### src/rtl/phy_cfg_pkg.sv
package phy_cfg_pkg;
  localparam int REG_W     = 16;
  localparam int STRAP_W   = 3;
  localparam int ABIL_W    = 4;
  localparam int CTL_SWRST = 15;
  localparam int CTL_SPEED = 13;
  localparam int CTL_ANEG  = 12;
  localparam int CTL_FDX   = 8;
  localparam int ADV_LSB   = 5;

  typedef struct packed {
    logic aneg;
    logic speed;
    logic fdx;
  } ctl_cfg_t;

  // strap[0]=auto-neg, strap[1]=speed/select, strap[2]=duplex/select
  function automatic ctl_cfg_t strap_to_ctl(input logic [STRAP_W-1:0] s);
    ctl_cfg_t c;
    c.aneg  = s[0];
    c.speed = s[0] ? 1'b1 : s[1];
    c.fdx   = s[0] ? 1'b1 : s[2];
    return c;
  endfunction

  // ability order {100FD, 100HD, 10FD, 10HD} = word bits 8..5
  function automatic logic [ABIL_W-1:0] strap_to_adv(input logic [STRAP_W-1:0] s);
    logic [ABIL_W-1:0] a;
    if (!s[0]) a = 4'b1111;
    else begin
      case ({s[2], s[1]})
        2'd0:    a = 4'b0100;
        2'd1:    a = 4'b1100;
        2'd2:    a = 4'b0101;
        default: a = 4'b1111;
      endcase
    end
    return a;
  endfunction

  function automatic logic [REG_W-1:0] pack_ctl(input ctl_cfg_t c, input logic swrst);
    logic [REG_W-1:0] w;
    w = '0;
    w[CTL_SWRST] = swrst;
    w[CTL_SPEED] = c.speed;
    w[CTL_ANEG]  = c.aneg;
    w[CTL_FDX]   = c.fdx;
    return w;
  endfunction

  function automatic logic [REG_W-1:0] pack_adv(input logic [ABIL_W-1:0] a);
    logic [REG_W-1:0] w;
    w = '0;
    w[ADV_LSB +: ABIL_W] = a;
    return w;
  endfunction
endpackage

### src/rtl/phy_strap_sync.sv
module phy_strap_sync #(
  parameter int W = 3
) (
  input  logic         clk,
  input  logic         rst_n,
  input  logic [W-1:0] pins,
  output logic [W-1:0] sync_o,
  output logic [W-1:0] latched_o
);
  logic [W-1:0] meta_q, sync_q, latch_q;

  always_ff @(posedge clk) begin
    meta_q <= pins;
    sync_q <= meta_q;
  end

  always_ff @(posedge clk) begin
    if (!rst_n) latch_q <= sync_q;
  end

  assign sync_o    = sync_q;
  assign latched_o = latch_q;
endmodule

### src/rtl/phy_cycle_timer.sv
module phy_cycle_timer #(
  parameter int unsigned CYCLES = 16
) (
  input  logic clk,
  input  logic clr,
  input  logic start,
  output logic busy,
  output logic last
);
  localparam int CW = $clog2(CYCLES + 1);
  logic [CW-1:0] cnt_q;

  always_ff @(posedge clk) begin
    if (clr)                cnt_q <= '0;
    else if (start)         cnt_q <= CW'(CYCLES);
    else if (cnt_q != '0)   cnt_q <= cnt_q - CW'(1);
  end

  assign busy = (cnt_q != '0);
  assign last = (cnt_q == CW'(1)) && !start && !clr;
endmodule

### src/rtl/phy_cfg_regs.sv
module phy_cfg_regs
  import phy_cfg_pkg::*;
#(
  parameter int unsigned HOLD_CYCLES  = 100000,
  parameter int unsigned SWRST_CYCLES = 64
) (
  input  logic               clk,
  input  logic               hw_rst_n,
  input  logic [STRAP_W-1:0] strap_pins,
  input  logic               reg_sel,
  input  logic               wr_en,
  input  logic [REG_W-1:0]   wr_data,
  output logic [REG_W-1:0]   rd_data,
  output logic               ready
);
  logic [STRAP_W-1:0] strap_now, strap_latched;
  logic               hold_busy, hold_last;
  logic               sw_busy, sw_done, sw_start;
  logic               wr_ok;
  ctl_cfg_t           cfg_q;
  logic [ABIL_W-1:0]  adv_q;

  phy_strap_sync #(.W(STRAP_W)) u_sync (
    .clk(clk), .rst_n(hw_rst_n), .pins(strap_pins),
    .sync_o(strap_now), .latched_o(strap_latched)
  );

  phy_cycle_timer #(.CYCLES(HOLD_CYCLES)) u_hold (
    .clk(clk), .clr(1'b0), .start(!hw_rst_n),
    .busy(hold_busy), .last(hold_last)
  );

  phy_cycle_timer #(.CYCLES(SWRST_CYCLES)) u_swrst (
    .clk(clk), .clr(!hw_rst_n), .start(sw_start),
    .busy(sw_busy), .last(sw_done)
  );

  assign ready    = !hold_busy;
  assign wr_ok    = wr_en && ready;
  assign sw_start = wr_ok && !reg_sel && wr_data[CTL_SWRST] && !sw_busy;

  always_ff @(posedge clk) begin
    if (!hw_rst_n) begin
      cfg_q <= strap_to_ctl(strap_now);
      adv_q <= strap_to_adv(strap_now);
    end else if (sw_done) begin
      cfg_q <= strap_to_ctl(strap_latched);
      adv_q <= strap_to_adv(strap_latched);
    end else if (wr_ok) begin
      if (reg_sel) begin
        adv_q <= wr_data[ADV_LSB +: ABIL_W];
      end else if (!wr_data[CTL_SWRST]) begin
        cfg_q.aneg  <= wr_data[CTL_ANEG];
        cfg_q.speed <= wr_data[CTL_SPEED];
        cfg_q.fdx   <= wr_data[CTL_FDX];
      end
    end
  end

  always_comb begin
    if (!ready)       rd_data = '0;
    else if (reg_sel) rd_data = pack_adv(adv_q);
    else              rd_data = pack_ctl(cfg_q, sw_busy);
  end
endmodule

### config.mk
export PLATFORM = sky130hd
export DESIGN_NAME = phy_cfg_regs
export DESIGN_NICKNAME = d
export VERILOG_FILES = /design/src/rtl/phy_cfg_pkg.sv /design/src/rtl/phy_strap_sync.sv /design/src/rtl/phy_cycle_timer.sv /design/src/rtl/phy_cfg_regs.sv
export SDC_FILE = /design/constraint.sdc
export NUM_CORES = 1
export LEC_CHECK = 0
export ABC_CLOCK_PERIOD_IN_PS = 3450
export BUFFER_PORTS_ARGS = -buffer_cell sky130_fd_sc_hd__buf_2
export CAP_MARGIN = 20
export CORE_ASPECT_RATIO = 0.8
export CORE_MARGIN = 2
export CORE_UTILIZATION = 45
export CTS_CLUSTER_DIAMETER = 100
export CTS_CLUSTER_SIZE = 24
export DETAILED_ROUTE_END_ITERATION = 10
export GPL_ROUTABILITY_DRIVEN = 0
export PLACE_DENSITY = 0.69
export SLEW_MARGIN = 20
export SYNTH_ARGS = -nofsm -noshare
export SYNTH_HDL_FRONTEND = slang
export SYNTH_SLANG_ARGS = --single-unit
export TNS_END_PERCENT = 30
### constraint.sdc
create_clock -name clk -period 3.45 [get_ports clk]
set_input_delay 0.1725 -clock clk [delete_from_list [all_inputs] [get_ports clk]]
set_output_delay 0.1725 -clock clk [all_outputs]
set_load 0.005 [all_outputs]
* Word level (Yosys, flattened, before mapping)
Cells that the tools add are included.
Word-level totals: bits in registers 40, bits in latches 0, RAM bits 0, ROM bits 0, logic and storage cells 61, memories kept 0
Cells by class: add/subtract/negate cells 2, $mul 0, divide/modulo/power cells 0, magnitude comparators 0, equal/unequal tests 9, shift operators 0, multiplexer cells 21, bitwise gates (word level) 1, reduce and logical (&&, ||, !) cells 18
Operator list (number):
- 2-to-1 mux 16 bit | 2
- 2-to-1 mux 4 bit | 6
- case mux 4 bit (3 select lines) | 2
- nonzero test 17 bit | 1
- subtractor 17 x 1 -> 17 bit, second input constant | 1
- 2-to-1 mux 3 bit | 5
- 2-to-1 mux 7 bit | 2
- == test 7 x 1 -> 1 bit, second input constant | 1
- nonzero test 7 bit | 1
- subtractor 7 x 1 -> 7 bit, second input constant | 1
- logical AND 1 bit | 6
- != test 3 x 1 -> 1 bit, second input constant | 2
- != test 3 x 2 -> 1 bit, second input constant | 2
- == test 2 x 1 -> 1 bit, second input constant | 2
- == test 2 bit, second input constant | 2
- zero test 1 bit | 4
- zero test 2 bit | 2
- 2-to-1 mux 1 bit | 4
- AND reduction 3 bit | 1
- AND reduction 2 bit | 1
- nonzero test 2 bit | 1
- OR reduction 2 bit | 1
- inverter 1 bit | 1

* Logic depth before layout (Yosys ltp)
Gate-level depths: netlist (run 1).
word-level depth 11, depth in mapped cells 8, depth with buffers taken out 7

* Hierarchy
A second synthesis (run 1) with hierarchy kept.
Second synthesis, totals: cells, all modules 222, area, all modules 2033.2 um2
Modules (own cells, without submodules):
- phy_cycle_timer at u_hold | times used 1, cells an instance 109, area an instance 925.9 um2, seq. area each 340.3 um2
- phy_cfg_regs | times used 1, cells an instance 59, area an instance 510.5 um2, seq. area each 210.2 um2
- phy_cycle_timer at u_swrst | times used 1, cells an instance 44, area an instance 382.9 um2, seq. area each 140.1 um2
- phy_strap_sync | times used 1, cells an instance 10, area an instance 214.0 um2, seq. area each 210.2 um2

* Worst setup path after synthesis (run 1)
No wires, ideal clock.
kind register to register, start reg u_swrst.cnt_q[0], end reg adv_q[1], data pin, setup time 258 ps, arrival time 1798 ps, data required time 3192 ps, setup slack 1394 ps, stages on the path, launching flop included 8, path buffers 0, cells stage by stage dfxtp_1 inv_1 ha_1 nor3b_1 nand2_2 o31ai_4 nand2_2 o221a_1
Between the ends: cells in the longest elaborated chain, start to end 8, elaborated cells between the ends (all ways) 9, those cells by class 1 x eq/ne; 2 x mux; 6 x reduce/logical
RTL lines:
- start, declared | line phy_cycle_timer.sv:11 | logic [CW-1:0] cnt_q;
- start signal, assigned | line phy_cycle_timer.sv:15 | else if (start) cnt_q <= CW'(CYCLES);
- start signal, assigned | line phy_cycle_timer.sv:16 | else if (cnt_q != '0) cnt_q <= cnt_q - CW'(1);
- nonzero test 7 bit | line phy_cycle_timer.sv:19 | assign busy = (cnt_q != '0);
- zero test 1 bit | line phy_cfg_regs.sv:40 | assign sw_start = wr_ok && !reg_sel && wr_data[CTL_SWRST] && !sw_busy;
- logical AND 1 bit | line phy_cfg_regs.sv:40
- zero test 1 bit | line phy_cycle_timer.sv:20 | assign last = (cnt_q == CW'(1)) && !start && !clr;
- logical AND 1 bit * (2 in a row) | line phy_cycle_timer.sv:20
- 2-to-1 mux 4 bit * | line phy_cfg_regs.sv:46 | end else if (sw_done) begin
- 2-to-1 mux 4 bit * | line phy_cfg_regs.sv:43 | if (!hw_rst_n) begin
- end signal, assigned | line phy_cfg_regs.sv:45 | adv_q <= strap_to_adv(strap_now);
- end signal, assigned | line phy_cfg_regs.sv:48 | adv_q <= strap_to_adv(strap_latched);
- end signal, assigned | line phy_cfg_regs.sv:51 | adv_q <= wr_data[ADV_LSB +: ABIL_W];
- end, declared | line phy_cfg_regs.sv:21 | logic [ABIL_W-1:0] adv_q;
Mark *: on every way between the ends. The rest lies on a longest branch, timed or not. A chain may end at the register's enable or synchronous reset.

* Worst setup path after layout (run 1)
start reg u_hold.cnt_q[4], end out rd_data[13]
Between the ends: cells in the longest elaborated chain, start to end 2
RTL lines:
- start, declared | line phy_cycle_timer.sv:11
- start signal, assigned | line phy_cycle_timer.sv:15
- start signal, assigned | line phy_cycle_timer.sv:16
- nonzero test 17 bit | line phy_cycle_timer.sv:19
- 2-to-1 mux 16 bit | line phy_cfg_regs.sv:61 | if (!ready) rd_data = '0;
- end, declared | line phy_cfg_regs.sv:13 | output logic [REG_W-1:0] rd_data,
Every way passes these cells.

==> results of run 1 <==
## routing by layer
metal	wire (um)	vias up	part of all wire, %	global-route usage, %
met5	0	-	0	0
met4	41	0	1.1	4.526
met3	217	4	5.9	6.215
met2	1603	35	43	25.00
met1	1845	702	50	21.43
li1	-	748	-	-
## worst max-delay path, stage by stage (launching register included)
cell and delay [ns]:
sky130_fd_sc_hd__dfxtp_1 0.38, sky130_fd_sc_hd__or4_4 0.63, sky130_fd_sc_hd__nor2_8 0.13, sky130_fd_sc_hd__and4_4 0.32
sky130_fd_sc_hd__nor2b_4 0.19, sky130_fd_sc_hd__and2_1 0.13, sky130_fd_sc_hd__buf_2 0.11
## registers in the layout, indices dropped and copies added (netlist names)
register / count
u_sync.meta_q: 3
u_swrst.cnt_q: 7
adv_q: 4
cfg_q: 3
u_sync.latched_o: 3
u_hold.cnt_q: 17
u_sync.sync_o: 3
## cell families after synthesis
group	share of synthesized area, %
AOI/OAI and AO/OA	10.06
xor gates and xnor gates	6.046
adders and majority gates	2.468
buffers and inverters	5.737
DFF	44.42
muxes	1.481
other	0.1849
and+or+nand+nor	29.61
## timing repair
action | CTS | global route
endpoints found under the hold margin | 3 | 0
endpoints found under the setup margin | 0 | 0
hold buffers | 3 | 0
## final cells by class
type | instances | area (um^2)
Timing Repair Buffer | 24 | 135.1
Clock buffer | 5 | 68.82
Multi-Input combinational cell | 150 | 1041
Inverter | 6 | 22.52
Clock inverter | 3 | 17.52
Tap cell | 57 | 71.32
Sequential cell | 40 | 900.9
Fill cell | 411 | 1999
## cells in the final DEF (no fill, tap or decap), types with 2 or more instances in the layout
master / count
sky130_fd_sc_hd__or4_1: 3
sky130_fd_sc_hd__edfxtp_1: 10
sky130_fd_sc_hd__dfxtp_1: 30
sky130_fd_sc_hd__nand3_1: 5
sky130_fd_sc_hd__nor3_1: 6
sky130_fd_sc_hd__buf_2: 21
sky130_fd_sc_hd__xnor2_1: 8
sky130_fd_sc_hd__nand4_1: 2
sky130_fd_sc_hd__a211oi_1: 2
sky130_fd_sc_hd__and2_1: 4
sky130_fd_sc_hd__nand2_2: 2
sky130_fd_sc_hd__or2_2: 2
sky130_fd_sc_hd__nor2_1: 24
sky130_fd_sc_hd__inv_1: 6
sky130_fd_sc_hd__a21oi_1: 7
sky130_fd_sc_hd__nor4_1: 5
sky130_fd_sc_hd__o221a_1: 3
sky130_fd_sc_hd__conb_1: 9
sky130_fd_sc_hd__nor2b_1: 5
sky130_fd_sc_hd__ha_1: 4
sky130_fd_sc_hd__o21ai_0: 3
sky130_fd_sc_hd__a31o_1: 2
sky130_fd_sc_hd__o31ai_1: 2
sky130_fd_sc_hd__clkbuf_8: 5
sky130_fd_sc_hd__xor2_1: 6
sky130_fd_sc_hd__dlygate4sd3_1: 3
sky130_fd_sc_hd__mux2i_1: 3
sky130_fd_sc_hd__and3_2: 2
sky130_fd_sc_hd__nand2b_1: 4
sky130_fd_sc_hd__nand2_1: 14
sky130_fd_sc_hd__and3_1: 2
## worst paths after layout
kind / startpoint / end / slack (ns) / depth (start not counted)
hold / removal: wr_data[7] / adv_q[2]$_SDFFCE_PP1P_ / 0.13 / 2
hold reg to reg: u_sync.meta_q[1]$_DFF_P_ / u_sync.sync_o[1]$_DFF_P_ / 0.33 / 0
setup reg to reg: u_swrst.cnt_q[0]$_SDFFE_PP0P_ / adv_q[3]$_DFFE_PP_ / 1.13 / 7
setup / recovery: u_hold.cnt_q[4]$_SDFFE_PN0N_ / rd_data[13] / 1.08 / 6
## where the power goes
| group | total [mW] | internal (mW) | switching [mW] |
|---|---|---|---|
| registers | 0.617 | 0.557 | 0.0605 |
| clock network | 0.304 | 0.140 | 0.164 |
| logic | 0.330 | 0.149 | 0.181 |
| total | 1.25 | 0.846 | 0.406 |
## stage by stage
step / setup WS (ns) / cells / cell area (um^2) / utilization (%) / hold WS [ns]
after global routing: 0.9549 / 285 / 2257 / 53.03 / 0.1502
final: 1.083 / 285 / 2257 / 53.03 / 0.1336
after floorplan: 1.394 / 210 / 2058 / - / 0.2002
after CTS: 1.083 / 285 / 2257 / 53.03 / 0.1340
after global placement: 1.152 / 274 / 2141 / 50.29 / 0.2772
after detailed placement: 1.129 / 274 / 2141 / 50.29 / 0.2761
==> metrics.log, run 1 <==
INFO  metric final.setup.tns = 0 ns
INFO  metric worst_setup_path_end_kind = primary output
INFO  metric port_buffers = 21
INFO  metric drc = 0
INFO  metric library_cell_with_the_highest_instance_count_after_synthesis = sky130_fd_sc_hd__dfxtp_1
INFO  metric clock-root-buffer = sky130_fd_sc_hd__clkbuf_8
INFO  metric setup_viol = 0
INFO  metric final.setup_skew = 0.005501 ns
INFO  metric die_area = 0.005063 mm^2
INFO  metric critical_path_peak_fanout = 11
INFO  metric cts-resized-gates = 0
INFO  metric route.antenna.remaining_nets = 0
INFO  metric post_drt_via_cell_ratio = between 5 and 6
INFO  metric post-cts-setup-buffer-count = 0
INFO  metric fp-row-count = 21
INFO  metric syn_area_per_cell = about 10 um^2
INFO  metric max_cap_viol_count = 0
INFO  metric die_h = 64.05 um
INFO  metric start_kind = flop
INFO  metric final_nets = between 200 and 300
INFO  metric achievable-frequency = around 420 MHz
INFO  metric n_antenna_cell = 0
INFO  metric synth.cell_area = between 0.002 and 0.0025 mm^2
INFO  metric yosys.cell_types.count = 52
INFO  metric layout-drive-gt1-share = 19.74%
INFO  metric core = roughly 0.0043 mm^2
INFO  metric via_count_of_the_first_global_routing_pass = 1,390
INFO  metric status = completed
INFO  metric grt_first_pass_wirelength = 6389 um
INFO  metric final_period_minus_worst_setup_slack = 2.367 ns
INFO  metric synth.ff_latch_count = 40
INFO  metric postSynth.asyncResetShare = 0%
INFO  metric grtUsageTotal = roughly 16%
INFO  metric finalCritPeriodShare = 68.62%
INFO  metric post-synth-top-area-fraction = a little under 30%
INFO  metric setup_repair_after_global_routing_missed_its_margin = false
INFO  metric ir_drop = roughly 0.41 mV
INFO  metric synth_area_leader_cell = sky130_fd_sc_hd__dfxtp_1
INFO  metric synth_edf_count = 10
INFO  metric synth_top_flop_cell = sky130_fd_sc_hd__dfxtp_1
INFO  metric postSynthCellCount = between 200 and 250
INFO  metric netlist_top_cells_count = sky130_fd_sc_hd__dfxtp_1, sky130_fd_sc_hd__nor2_1, sky130_fd_sc_hd__nand2_1
INFO  metric numCtsBuffers = 5
INFO  metric drc_marker_count_from_the_first_detailed_route_iteration = 63
INFO  metric standby_leakage_power = 0.8843 nW
INFO  metric tightestPinTransition = 0.5038 ns
INFO  metric clock_insertion_delay_worst_skew = 0.30 ns
INFO  metric timing.final.max_slew_violations = 0
INFO  metric ys_warn_count = 0
INFO  metric dpl_wire_length = approximately 2600 um
INFO  metric cts.reportedPaths.clkPinSlew = ~0.07 ns
INFO  metric grt_antenna_before_repair = 0
INFO  metric required = 3.28 ns
INFO  metric hold_viol = 0
INFO  metric worst_ep_arrival_time = 2.19 ns
INFO  metric path_class = flop to primary output
INFO  metric timing.hold.worst.class = input port to flop
INFO  metric vias = 1,489
INFO  metric finalWirelength = 3708 um
INFO  metric clock_sink_count = 40
INFO  metric flow.area_growth_from_synthesis = 11.29%
INFO  metric synth.top_cells.by_area = sky130_fd_sc_hd__dfxtp_1, sky130_fd_sc_hd__edfxtp_1, sky130_fd_sc_hd__nor2_1
INFO  metric power_per_cell_area = 554.8 mW/mm^2
INFO  metric grt_max_degree = 21
INFO  metric gr-total-overflow = 0
INFO  metric route.detailed.wl_per_inst = approximately 13 um
INFO  metric synth_sequential_area_ratio = 44.42%
INFO  metric clock_tree.htree_level_count = 2
INFO  metric drt_pass1_iterations = 5
INFO  metric total_power = 1.252 mW
INFO  metric floorplan.initialDensity = 47.65%
INFO  metric ctsLongestPathBuffers = 2
INFO  metric slew_headroom = 66.11%
INFO  metric ioPinCount = 40
INFO  metric floorplan.die.width = 79.06 um
INFO  metric tritoncts = done
Note: power is estimated with default switching activity, not from simulation.
==> run 2, diff against run 1 <==
Settings changed: ABC_CLOCK_PERIOD_IN_PS 3450 to 1950, PLACE_DENSITY 0.69 to 0.72.
Clock period 3.45 ns to 1.95 ns, I/O delays scaled along.
==> metrics.log, run 2 (synthesized netlist as in run 1, its figures left out) <==
INFO  metric status = finished, violations left
INFO  metric violations = setup timing
INFO  metric cts.reportedPaths.clkPinSlew = 0.08 ns (about the same)
INFO  metric ctsLongestPathBuffers = 2 (unchanged)
INFO  metric most_common_cell_after_layout_fill_and_taps_aside = sky130_fd_sc_hd__buf_4
INFO  metric grt_antenna_before_repair = 0 (unchanged)
INFO  metric power_per_cell_area = 1009 mW/mm^2 (+82%)
INFO  metric die_area = 0.005063 mm^2 (unchanged)
INFO  metric floorplan.die.width = 79.06 um (unchanged)
INFO  metric setup_viol = 10 (+10)
INFO  metric layout-drive-gt1-share = 36.15% (+16 points)
INFO  metric port_buffers = 21 (unchanged)
INFO  metric final_nets = 286 (+13%)
INFO  metric n_antenna_cell = 0 (unchanged)
INFO  metric worst_slack = -0.1936 ns (-1.276 ns)
INFO  metric ioPinCount = 40 (unchanged)
INFO  metric crit_slowest_cell = sky130_fd_sc_hd__or4_4
INFO  metric max_cap_viol_count = 0 (unchanged)
INFO  metric critical_path_peak_fanout = 4 (-7)
INFO  metric clock_sink_count = 40 (unchanged)
INFO  metric hold_viol = 0 (unchanged)
INFO  metric clock-root-buffer = sky130_fd_sc_hd__clkbuf_8
INFO  metric flow.area_growth_from_synthesis = 29.49%
INFO  metric numCtsBuffers = 5 (unchanged)
INFO  metric rr_worst_depth = 7 (unchanged)
INFO  metric largest_register_ffs = 17 (unchanged)
INFO  metric standby_leakage_power = 1.077 nW (+22%)
INFO  metric route.detailed.wl_per_inst = 12.73 um (-2.2%)
INFO  metric drt_pass1_iterations = 4 (-1)
INFO  metric final_period_minus_worst_setup_slack = 2.144 ns
INFO  metric die_h = 64.05 um (unchanged)
INFO  metric path_class = flop to primary output
INFO  metric drc_marker_count_from_the_first_detailed_route_iteration = 75 (+19%)
INFO  metric cp_slowest_stage_delay = 0.58 ns (-0.05 ns)
INFO  metric dpl_wire_length = 2829 um (+7.4%)
INFO  metric floorplan.initialDensity = 47.65% (unchanged)
INFO  metric final.setup.tns = -1.339 ns (-1.339 ns)
INFO  metric grtUsageTotal = 16.50% (+0.22 points)
INFO  metric gr-total-overflow = 0 (unchanged)
INFO  metric clock_insertion_delay_worst_skew = 0.30 ns (about the same)
INFO  metric worst_setup_path_end_kind = primary output
INFO  metric worst_ep_arrival_time = 2.05 ns (-0.14 ns)
INFO  metric start_kind = flop
INFO  metric largest_regs = u_hold.cnt_q: 17 flops, u_swrst.cnt_q: 7 flops, adv_q: 4 flops
INFO  metric registers.top_by_ff_count = u_hold.cnt_q
INFO  metric required = 1.85 ns (-1.43 ns)
INFO  metric grt_first_pass_wirelength = 6458 um (+1.1%)
INFO  metric clock_tree.htree_level_count = 2 (unchanged)
INFO  metric grt_max_degree = 21 (unchanged)
INFO  metric fp-row-count = 21 (unchanged)
INFO  metric via_count_of_the_first_global_routing_pass = 1,431 (+2.9%)
INFO  metric finalWirelength = 4035 um (+8.8%)
INFO  metric ir_drop = 0.7513 mV (+81%)
INFO  metric layout.cells.most_common_list = sky130_fd_sc_hd__buf_4, sky130_fd_sc_hd__dfxtp_1, sky130_fd_sc_hd__nor2_1
INFO  metric drc = 0 (unchanged)
INFO  metric final.fill_count = 347 (-16%)
INFO  metric core = 0.004257 mm^2 (unchanged)
INFO  metric tritoncts = done
INFO  metric detailedPlace.worstSlack = 0.01626 ns (-1.113 ns)
INFO  metric final.setup_skew = 0.002639 ns (-0.002861 ns)
INFO  metric achievable-frequency = 466.5 MHz
INFO  metric post_drt_via_cell_ratio = 4.991 (-4.5%)
INFO  metric worstPathCellList = or4_4 > nor2_8 > and4_4 > buf_4 > buf_6 > and3_2 > buf_2
INFO  metric finalCritPeriodShare = 109.9%
INFO  metric timing.hold.worst.class = input port to flop
INFO  metric timing.final.max_slew_violations = 0 (unchanged)
INFO  metric setup_repair_after_global_routing_missed_its_margin = true
INFO  metric vias = 1,582 (+6.2%)
INFO  metric route.antenna.remaining_nets = 0 (unchanged)
INFO  metric worst_hold_path.num_cells = 2 (unchanged)
run 2: repair_timing:
action	CTS	global route
gates resized for setup	2	21
hold buffers	3	0
endpoints found under the hold margin	3	0
setup buffers	1	8
pin swaps	0	2
setup endpoints to repair	7	27
run 2: layout make-up:
type	instances	area [um^2]	share of cell area, %
clock buffer	5	68.82	2.620
clock inverter	3	45.04	1.715
inverter	6	22.52	0.8576
multi-input combinational	150	1122	42.73
sequential	40	905.9	34.49
tap	57	71.32	2.716
timing repair buffer	56	390.4	14.86
run 2: routing by layer:
metal | global-route usage (%) | vias up | wire length (um)
li1 | - | 808 | -
met1 | 22.12 | 739 | 2018
met2 | 24.79 | 28 | 1811
met3 | 4.379 | 7 | 129
met4 | 7.759 | 0 | 76
met5 | 0 | - | 0
run 2: report_power, final:
part	total, mW	switching (mW)	internal (mW)	leakage [nW]
Clock	0.703	0.317	0.386	0.0591
Combinational	0.868	0.407	0.461	0.675
Sequential	1.08	0.0915	0.987	0.343
Total	2.65	0.815	1.83	1.08
run 2: final timing paths:
check	from	to	slack [ns]
worst max-delay path	u_hold.cnt_q[4]$_SDFFE_PN0N_	rd_data[6]	-0.19
worst min-delay path	wr_data[7]	adv_q[2]$_SDFFCE_PP1P_	0.05
worst max register to register	u_hold.cnt_q[14]$_SDFFE_PN0N_	cfg_q[2]$_DFFE_PP_	-0.02
worst min register to register	u_sync.meta_q[1]$_DFF_P_	u_sync.sync_o[1]$_DFF_P_	0.35
run 2: critical path: cells and delay by family, from the launching register on:
family                 cells  cell delay, ns
AND/OR/NAND/NOR            4            1.10
flip-flops                 1            0.32
buffers and inverters      3            0.31
run 2: through the flow:
stage / hold WS (ns) / cell area (um^2) / power, mW / util [%] / std cells
3_5_place_dp: 0.2035 / 2318 / 1.819 / 54.47 / 297
5_1_grt: 0.04102 / 2626 / 2.814 / 61.70 / 317
6_report: 0.04712 / 2626 / 2.649 / 61.70 / 317
3_3_place_gp: 0.2015 / 2318 / 1.793 / 54.47 / 297
4_1_cts: 0.03953 / 2475 / 2.539 / 58.14 / 309
2_1_floorplan: 0.1252 / 2063 / 1.591 / - / 210
==> run 3, diff against run 2 <==
Settings changed: REMOVE_ABC_BUFFERS set to 1, SYNTH_HIERARCHICAL set to 1.
==> metrics.log, run 3 <==
INFO  metric post-route-util = 67.58% (+5.9 points)
INFO  metric delay_heaviest_family_cp = simple AND/OR/NAND/NOR gates
INFO  metric start_kind = flop
INFO  metric ctsLongestPathBuffers = 2 (unchanged)
INFO  metric worstPathCellList = inv_2 > ha_4 > nor3b_4 > nand3_2 > or2_4 > nor2_4 > nand2_2 > nor3b_2 > or2_4 > nor4_4 > buf_4 > nand2b_4 > o221ai_2 > o21ai_1
INFO  metric clock_sink_count = 40 (unchanged)
INFO  metric standby_leakage_power = 1.240 nW (+15%)
INFO  metric grt_first_pass_wirelength = 8217 um (+27%)
INFO  metric tritoncts = done
INFO  metric grt_antenna_before_repair = 0 (unchanged)
INFO  metric grt_max_degree = 13 (-38%)
INFO  metric clkPwrFrac = 21.9% (-4.6 points)
INFO  metric via_count_of_the_first_global_routing_pass = 1,819 (+27%)
INFO  metric grtUsageTotal = 20.59% (+4.1 points)
INFO  metric n_antenna_cell = 0 (unchanged)
INFO  metric syn_area_per_cell = 9.206 um^2 (-8.3%)
INFO  metric timing.critical_path.buf_inv = 2 (-1)
INFO  metric status = finished, violations left
INFO  metric worst_ep_arrival_time = 2.36 ns (+0.31 ns)
INFO  metric clock-root-buffer = sky130_fd_sc_hd__clkbuf_8
INFO  metric route.detailed.wl_per_inst = 13.52 um (+6.2%)
INFO  metric cp_slowest_stage_delay = 0.34 ns (-0.24 ns)
INFO  metric crit_slowest_cell = sky130_fd_sc_hd__dfxtp_2
INFO  metric drt_pass1_iterations = 4 (unchanged)
INFO  metric seqCellArea = 903.4 um^2 (-0.28%)
INFO  metric power.net_switching = 981.1 uW (+20%)
INFO  metric power_per_cell_area = 1050 mW/mm^2 (+4.1%)
INFO  metric cts.reportedPaths.clkPinSlew = 0.08 ns (about the same)
INFO  metric layout.cells.most_common_list = sky130_fd_sc_hd__buf_4, sky130_fd_sc_hd__dfxtp_1, sky130_fd_sc_hd__buf_2
INFO  metric ys_warn_count = 6 (+6)
INFO  metric power.switching_fraction = 32.67% (+1.9 points)
INFO  metric worst_setup_path_end_kind = flop
INFO  metric largest_regs = u_hold/cnt_q: 17 flops, u_swrst/cnt_q: 7 flops, adv_q: 4 flops
INFO  metric setup_viol = 20 (+10)
INFO  metric core = 0.004230 mm^2 (-0.62%)
INFO  metric setup_repair_after_global_routing_missed_its_margin = true
INFO  metric fp-row-count = 21 (unchanged)
INFO  metric slew_headroom = 64.07%
INFO  metric critical_path_peak_fanout = 6 (+2)
INFO  metric path_class = flop to flop
INFO  metric multiInputGateArea = 0.001174 mm^2 (+4.6%)
INFO  metric worst_slack = -0.3705 ns (-0.1769 ns)
INFO  metric layout-drive-gt1-share = 40.26% (+4.1 points)
INFO  metric hold_slack = 0.08634 ns (+0.03922 ns)
INFO  metric timing.hold.worst.class = input port to flop
INFO  metric postSynthCellCount = 218 (+7.9%)
INFO  metric post_drt_via_cell_ratio = 5.244 (+5.1%)
INFO  metric most_common_cell_after_layout_fill_and_taps_aside = sky130_fd_sc_hd__buf_4
INFO  metric required = 1.99 ns (+0.14 ns)
INFO  metric registers.top_by_ff_count = u_hold/cnt_q
INFO  metric finalCritPeriodShare = 119.0% (+9.1 points)
INFO  metric floorplan.die.width = 78.67 um (-0.50%)
INFO  metric ir_drop = 0.7082 mV (-5.7%)
INFO  metric crit_top_cell = sky130_fd_sc_hd__or2_4
INFO  metric numCtsBuffers = 5 (unchanged)
INFO  metric gr-total-overflow = 0 (unchanged)
INFO  metric die_h = 63.73 um (-0.49%)
INFO  metric final.fill_count = 332 (-4.3%)
INFO  metric finalWirelength = 4936 um (+22%)
INFO  metric timing.final.max_slew_violations = 0 (unchanged)
INFO  metric comb_power_share = 43.1% (+10 points)
INFO  metric final.setup_skew = 0.007867 ns (+0.005228 ns)
INFO  metric ioPinCount = 40 (unchanged)
INFO  metric route.antenna.remaining_nets = 0 (unchanged)
INFO  metric clock_tree.htree_level_count = 2 (unchanged)
INFO  metric vias = 1,914 (+21%)
INFO  metric achievable-frequency = 430.9 MHz (-7.6%)
INFO  metric drc_marker_count_from_the_first_detailed_route_iteration = 141 (+88%)
INFO  metric floorplan.initialDensity = 47.44% (-0.21 points)
INFO  metric hold_viol = 0 (unchanged)
INFO  metric final_period_minus_worst_setup_slack = 2.320 ns (+0.1769 ns)
INFO  metric max_cap_viol_count = 0 (unchanged)
INFO  metric detailedPlace.worstSlack = -0.9543 ns (-0.9705 ns)
INFO  metric final_nets = 334 (+17%)
INFO  metric power_report.internal_total = 2.022 mW (+10%)
INFO  metric largest_register_ffs = 17 (unchanged)
INFO  metric violations = setup timing
INFO  metric sequentialPowerShare = 35.1% (-5.6 points)
INFO  metric dpl_wire_length = 3507 um (+24%)
INFO  metric flow.area_growth_from_synthesis = 42.46%
INFO  metric drc = 0 (unchanged)
INFO  metric clock_insertion_delay_worst_skew = 0.29 ns (about the same)
INFO  metric port_buffers = 21 (unchanged)
INFO  metric synth.cell_area = 0.002007 mm^2 (-1.0%)
INFO  metric die_area = 0.005013 mm^2 (-0.99%)
INFO  metric tightestPinTransition = 0.5341 ns
[run 3: routing by layer]
layer | vias to the layer above | track usage (%) | part of all wire, %
li1 | 956 | - | -
met1 | 915 | 26.68 | 47
met2 | 38 | 34.83 | 49
met3 | 5 | 4.237 | 3.8
met4 | 0 | 5.921 | 0.65
met5 | - | 0 | 0
[run 3: metrics by stage]
step           std cells  instance area, um^2  power (mW)  TNS [ns]
2_1_floorplan        220                 1979       1.707    -13.88
3_3_place_gp         348                 2531       2.193    -10.11
3_5_place_dp         348                 2531       2.215    -14.03
4_1_cts              364                 2804       2.957    -5.814
5_1_grt              365                 2859       3.186    -8.378
6_report             365                 2859       3.003    -5.034
[run 3: path summary, 6_finish.rpt]
kind / start / end / slack (ns) / depth (start not counted)
worst min-delay path: wr_data[7] / adv_q[2]$_SDFFCE_PP1P_ / 0.09 / 2
worst max register to register: u_hold/cnt_q[0]$_SDFFE_PP0P_ / cfg_q[1]$_DFFE_PP_ / -0.37 / 14
worst min register to register: u_sync/meta_q[1]$_DFF_P_ / u_sync/sync_o[1]$_DFF_P_ / 0.33 / 0
worst max-delay path: u_hold/cnt_q[0]$_SDFFE_PP0P_ / cfg_q[1]$_DFFE_PP_ / -0.37 / 14
[run 3: power by group through the flow]
stage	clock network, mW	registers, mW	logic (mW)
2_1_floorplan	0	1.09	0.617
3_3_place_gp	0	1.06	1.13
3_5_place_dp	0	1.06	1.15
4_1_cts	0.674	1.05	1.23
5_1_grt	0.710	1.07	1.41
6_report	0.657	1.05	1.29
[run 3: final cells by class]
type | instances | share of cell area (%)
Clock buffer | 5 | 2.407
Timing Repair Buffer | 80 | 19.56
Multi-Input combinational cell | 168 | 41.05
Tap cell | 57 | 2.495
Inverter | 12 | 1.575
Clock inverter | 3 | 1.313
Sequential cell | 40 | 31.60
[run 3: repair_timing]
item	4_1_cts	5_1_grt
setup endpoints to repair	30	33
hold buffers	3	0
buffers inserted	5	1
cloned	0	0
endpoints found under the hold margin	3	0
resized for setup	26	11
pin swaps	10	6
